### src/rtl/pfifo_pkg.sv
package pfifo_pkg;

    // Update chosen for the single slot in a given cycle.
    typedef enum logic [1:0] {
        SLOT_KEEP  = 2'd0,
        SLOT_LOAD  = 2'd1,
        SLOT_DRAIN = 2'd2,
        SLOT_FLUSH = 2'd3
    } slot_op_e;

    // Flush beats load. Load (also when a pop happens in the same cycle) beats drain.
    function automatic slot_op_e pick_op(input logic flush,
                                         input logic load,
                                         input logic drain);
        slot_op_e op;
        if (flush)      op = SLOT_FLUSH;
        else if (load)  op = SLOT_LOAD;
        else if (drain) op = SLOT_DRAIN;
        else            op = SLOT_KEEP;
        return op;
    endfunction

endpackage

### src/rtl/pf_ctrl.sv
module pf_ctrl
    import pfifo_pkg::*;
(
    input  logic     occupied,
    input  logic     enq_en,
    input  logic     deq_en,
    input  logic     clr,
    output logic     enq_rdy,
    output logic     deq_rdy,
    output slot_op_e op
);
    logic pop_fire;
    logic push_fire;

    always_comb begin
        deq_rdy   = occupied;
        pop_fire  = deq_en & occupied;
        // A pop in the same cycle frees the slot before the push lands.
        enq_rdy   = ~occupied | pop_fire;
        push_fire = enq_en & enq_rdy;
        op        = pick_op(clr, push_fire, pop_fire);
    end
endmodule

### src/rtl/pf_slot.sv
module pf_slot
    import pfifo_pkg::*;
#(
    parameter int DATA_W = 8
) (
    input  logic              clk,
    input  logic              rst,
    input  slot_op_e          op,
    input  logic [DATA_W-1:0] din,
    output logic              occupied,
    output logic [DATA_W-1:0] dout
);
    always_ff @(posedge clk) begin
        if (rst) begin
            occupied <= 1'b0;
            dout     <= '0;
        end else begin
            unique case (op)
                SLOT_LOAD: begin
                    occupied <= 1'b1;
                    dout     <= din;
                end
                SLOT_DRAIN, SLOT_FLUSH: occupied <= 1'b0;
                default: ;
            endcase
        end
    end
endmodule

### src/rtl/pipe_fifo1.sv
module pipe_fifo1
    import pfifo_pkg::*;
#(
    parameter int DATA_W = 8
) (
    input  logic              clk,
    input  logic              rst,
    input  logic              enq_en,
    input  logic [DATA_W-1:0] enq_data,
    output logic              enq_rdy,
    input  logic              deq_en,
    output logic              deq_rdy,
    output logic [DATA_W-1:0] first_data,
    output logic              first_valid,
    input  logic              clr
);
    slot_op_e slot_op;
    logic     occupied;

    pf_ctrl u_ctrl (
        .occupied (occupied),
        .enq_en   (enq_en),
        .deq_en   (deq_en),
        .clr      (clr),
        .enq_rdy  (enq_rdy),
        .deq_rdy  (deq_rdy),
        .op       (slot_op)
    );

    pf_slot #(.DATA_W(DATA_W)) u_slot (
        .clk      (clk),
        .rst      (rst),
        .op       (slot_op),
        .din      (enq_data),
        .occupied (occupied),
        .dout     (first_data)
    );

    assign first_valid = occupied;
endmodule

### config.mk
export PLATFORM = sky130hd
export DESIGN_NAME = pipe_fifo1
export DESIGN_NICKNAME = d
export VERILOG_FILES = /design/src/rtl/pfifo_pkg.sv /design/src/rtl/pf_ctrl.sv /design/src/rtl/pf_slot.sv /design/src/rtl/pipe_fifo1.sv
export SDC_FILE = /design/constraint.sdc
export NUM_CORES = 1
export LEC_CHECK = 0
export BUFFER_PORTS_ARGS = -buffer_cell sky130_fd_sc_hd__buf_2
export CAP_MARGIN = 10
export CORE_AREA = 3 3 40 42
export CTS_CLUSTER_DIAMETER = 150
export DETAILED_ROUTE_END_ITERATION = 7
export DIE_AREA = 0 0 43 45
export PLACE_DENSITY = 0.64
export SLEW_MARGIN = 20
export SYNTH_ARGS = -nofsm -noshare
export SYNTH_HDL_FRONTEND = slang
export SYNTH_HIERARCHICAL = 1
export SYNTH_SLANG_ARGS = --single-unit
### constraint.sdc
create_clock -name clk -period 3.3 [get_ports clk]
set_input_delay 0.66 -clock clk [delete_from_list [all_inputs] [get_ports clk]]
set_output_delay 0.66 -clock clk [all_outputs]
set_load 0.1 [all_outputs]
==> results of run 1 <==
## through the flow
step	instance area [sq um]	setup WS [ns]	power, mW	hold slack [ns]
finish	602	1.36	0.305	0.469
global route	602	1.34	0.322	0.501
CTS	602	1.36	0.312	0.474
detailed placement	576	1.36	0.223	0.465
global placement	576	1.37	0.223	0.461
floorplan	453	1.12	0.205	0.845
## worst max-delay path: stages
cell and delay, ns:
buf_2 0.09, nand2b_4 0.11, buf_2 0.42
## layout by cell type, fill, tap and decap left out
master     Yosys  routed
clkbuf_1       1       1
and2b_4        1       1
buf_2          0      23
o21bai_1       1       1
nor3_1         1       1
o21ai_2        8       8
nand2b_4       1       1
nor2_1         1       1
clkbuf_4       0       3
dfxtp_1        9       9
nand4bb_1      8       8
nand2_1        1       1
a21o_1         1       1
nand2b_1       8       8
## cells in the mapped netlist (all sizes together)
library cell	number	area share [%]
a21o	1	1.7
and2b	1	2.2
buf	1	1.7
clkbuf	1	0.83
dfxtp	9	40
nand2	1	0.83
nand2b	9	14
nand4bb	8	20
nor2	1	0.83
nor3	1	1.1
o21ai	8	15
o21bai	1	1.7
## registers in the layout (all words and copies together), names as in the netlist
register / count
u_slot/dout: 8
u_slot/occupied: 1
## power by group through the flow
stage | Combinational, mW | Sequential (mW) | Clock, mW
2_1_floorplan | 0.0335 | 0.171 | 0
3_3_place_gp | 0.101 | 0.122 | 0
3_5_place_dp | 0.102 | 0.122 | 0
4_1_cts | 0.102 | 0.119 | 0.0905
5_1_grt | 0.106 | 0.120 | 0.0959
6_report | 0.101 | 0.119 | 0.0847
## worst max path at each step
stage | start | to | slack (ns)
floorplan | u_slot/occupied | u_slot/dout[0] | 1.12
global placement | deq_en | enq_rdy | 1.37
detailed placement | deq_en | enq_rdy | 1.36
CTS | deq_en | enq_rdy | 1.36
global route | deq_en | enq_rdy | 1.34
finish | deq_en | enq_rdy | 1.36
## area by class of cell
class                   count  area [sq um]
fillers                   132           683
multi-input cells          31           262
flip-flops and latches      9           180
repair buffers             23           115
clock buffers               4          26.3
well taps                  15          18.8
## layer usage
layer	up-vias	track usage, %	share of wire [%]
met5	-	0	0
met4	0	10.8	3.0
met3	4	2.79	8.9
met2	19	15.6	37
met1	170	16.0	51
li1	204	-	-
## cell families (layout without fill, tap and decap cells)
family / count (synthesis) / after routing
flip-flops: 9 / 9
AO/OA/AOI/OAI: 10 / 10
AND/OR/NAND/NOR: 21 / 21
buffers and inverters: 2 / 27
==> flow_summary.ini, run 1 <==
[power_and_ir_drop]
power_frac_seq_pct = 39.1
leakage_nw = 0.269
ir_drop_v = 0.000175
switching_share_pct = 39.2
p_comb_share_pct = 33.1
p_switching_mw = 0.120
pwr-share-clk_pct = 27.8
p_int_mw = 0.185
pwr_density_cell_nw_per_um2 = 507

[sta]
fin_crit_sh_pct = 58.7
period_needed_ns = 1.94
finalHoldViolCount = 0
setup_violations = 0
tightest_slew_ns = 0.563
fmax_ghz = 0.516
maxSlewViolCount = 0
relSlewSlack_pct = 62.4
clock_skew_ns = 0.00232
final.setup.tns_ns = 0
rsz0062_at_grt = no

[logic_synthesis]
ys_ff_latch = 9
synth_top_family_by_area = simple AND/OR/NAND/NOR gates
avgSynthCellArea_sq_um = 10.8
synthSimpleGateAreaFrac_pct = 39.0
ys_types = 13
synthMuxAreaShare_pct = 0
synth-seq-area-share_pct = 39.8
synth_adder_area_share_pct = 0
synth-xor-area-share_pct = 0
syn_inst = 42
synth-compound-area-share_pct = 18.8
ys_warn_count = 6
syn_nets = 55
synth_area_sq_um = 453

[setup_path]
crit_fanout = 2
critPathKind = in -> out
reg2reg_from = u_slot/occupied
r2r_end = u_slot/dout[6]
worstSetupEndpointType = primary output
rr_worst_depth = 4
worstPathRequired_ns = 2.64
ff2ff_setup_slack_ns = 1.81
critPathArrivalTime_ns = 1.28
start_kind = input pin

[cts]
cts-hold-fix-buffers = 0
cts-root-buf = clkbuf_4
post_cts_resized = 0
cts_tree = yes
cts_setup_buffers = 0
clock_sinks = 9
htreeDepth = 1
cts_made_buffers = 3
cts.clk_slew.worst_paths_ns = 0.06
clock_latency_ns = 0.26
cts_buffer_depth = 2

[floorplanning]
dieArea_sq_um = 1940
coreArea_sq_um = 1280
die_x_um = 43
die_h_um = 45
top_level_ports = 24
rows = 13
start_util_pct = 35.2

[placed_design]
gp_congestion = 0.652
dp_hpwl_um = 672
placed_cells = 78
io_buffers = 23

[route]
drc = 0
ant_nets = 0
drt_iter0_drc = 1
dr.pass1.iters = 3
wl_per_cell_um = 11.5
via_per_inst = 4.84
wl_um = 942
vias = 397

[cells_and_area]
finish.utilization_pct = 46.8
fin_nets = 81
instances_no_fill = 82
layout-drive-gt1-share_pct = 53.7
syn_to_final_growth_pct = 32.9
antennaDiodeCount = 0

[grt]
grt_pass1_vias = 388
grtUsageTotal_pct = 12.0
overflow = 0
antenna_found_initial = 0
grt_pass1_wl_mm = 1.70
grt_max_degree = 18

[hold_path]
whs_path_depth = 2
hp-class = reg -> reg
hold_end = u_slot/dout[7]
hold_start = u_slot/dout[7]

[run_status]
status = complete, no violations

[run]
maxCapViolations = 0
Power figures use the tool's default switching activity.
==> run 2: changes to the inputs <==
==> constraint.sdc (replaced) <==
create_clock -name clk -period 1.8 [get_ports clk]
set_input_delay 0.36 -clock clk [delete_from_list [all_inputs] [get_ports clk]]
set_output_delay 0.36 -clock clk [all_outputs]
set_load 0.1 [all_outputs]
==> flow_summary.ini, run 2 (same netlist as run 1, synthesis figures left out) <==
[cts]
cts_buffer_depth = 2
htreeDepth = 1
cts_tree = yes
cts_setup_buffers = 0
cts-hold-fix-buffers = 0
cts.clk_slew.worst_paths_ns = 0.06
post_cts_resized = 0
clock_sinks = 9
cts-root-buf = clkbuf_4
clock_latency_ns = 0.25
cts_made_buffers = 3

[sta]
maxSlewViolCount = 0
rsz0062_at_grt = no
relSlewSlack_pct = 67.9
setup_violations = 0
fmax_ghz = 0.696
finalHoldViolCount = 0
tightest_slew_ns = 0.485
fin_hold_ws_ns = 0.388
period_needed_ns = 1.44
final.setup.tns_ns = 0
clock_skew_ns = 0.00343
fin_crit_sh_pct = 79.9
layout_setup_ws_ns = 0.362

[route]
ant_nets = 0
dr.pass1.iters = 4
wl_per_cell_um = 11.2
drt_iter0_drc = 6
via_per_inst = 4.78
wl_um = 927
vias = 397
drc = 0

[floorplanning]
die_x_um = 43
coreArea_sq_um = 1280
start_util_pct = 35.2
top_level_ports = 24
dieArea_sq_um = 1940
rows = 13
die_h_um = 45

[setup_path]
critPathLaunch = u_slot/occupied
worstPathRequired_ns = 1.44
ff2ff_setup_slack_ns = 0.60
reg2reg_from = u_slot/occupied
critPathKind = reg -> out
crit_fanout = 5
worstSetupEndpointType = primary output
r2r_end = u_slot/dout[1]
start_kind = flip-flop
rr_worst_depth = 4
critPathArrivalTime_ns = 1.08

[power_and_ir_drop]
leakage_nw = 0.274
finalPower_mw = 0.556
ir_drop_v = 0.000370
pwr_density_cell_nw_per_um2 = 911

[grt]
grtUsageTotal_pct = 11.4
busiest_layer = met2
use_met1_pct = 14.5
antenna_found_initial = 0
overflow = 0
grt_max_degree = 18
gr-usage-met2_pct = 15.0
grt_pass1_vias = 351
grt_pass1_wl_mm = 1.56
grt_use_met3_pct = 4.78

[cells_and_area]
syn_to_final_growth_pct = 34.8
final_common_cell = buf_2
regMostFlops = u_slot/dout
fillers = 139
final_cell_mix = buf_2, nand2b_1, nand4bb_1, o21ai_2, dfxtp_1
layout-drive-gt1-share_pct = 55.9
fin_nets = 82
largest_reg_flops = 8
antennaDiodeCount = 0
largestRegisters = u_slot/dout (8), u_slot/occupied (1)
seq_area_sq_um = 181
finish.utilization_pct = 47.5
multi_input_area_sq_um = 262

[run]
maxCapViolations = 0

[hold_path]
hold_start = enq_data[2]
whs_path_depth = 3
hold_end = u_slot/dout[2]
hp-class = in -> reg

[placed_design]
gp_congestion = 0.607
io_buffers = 23
place_ws_ns = 0.418
dp_hpwl_um = 698

[run_status]
status = complete, no violations
run 2: cell count changes in the layout (fill, tap and decap cells not counted):
| cell | previous run | this run |
|---|---|---|
| buf_4 | 0 | 1 |
| dfxtp_1 | 9 | 8 |
| dfxtp_2 | 0 | 1 |
run 2: critical path, cell delays in order, from the launching register on:
cell	delay [ns]
dfxtp_2	0.35
nand2b_4	0.07
buf_2	0.42
run 2: how the worst max path moves through the flow:
stage,slack [ns],end
floorplan,0.04,u_slot/dout[0]
global placement,0.43,u_slot/dout[1]
detailed placement,0.42,u_slot/dout[1]
CTS,0.34,enq_rdy
global route,0.30,enq_rdy
finish,0.36,enq_rdy
run 2: layout make-up:
class | instances | share of cell area [%]
clock buffer | 4 | 4.30
multi-input combinational | 31 | 42.8
sequential | 9 | 29.7
tap | 15 | 3.07
timing repair buffer | 24 | 20.1
run 2: stage by stage:
step                      instances  area, sq um
final                            83          611
after global routing             83          611
after CTS                        83          611
after detailed placement         79          584
after global placement           79          584
after floorplan                  42          454
run 2: per-layer routing:
metal	part of all wire, %	wire (um)
met5	0	0
met4	0.97	9
met3	8.1	75
met2	45	416
met1	46	426
run 2: power breakdown:
group          leakage (nW)  internal (mW)  switching [mW]  total [mW]
Sequential           0.0743          0.212         0.00722       0.219
Clock                0.0150         0.0851          0.0651       0.150
Combinational         0.185         0.0444           0.142       0.187
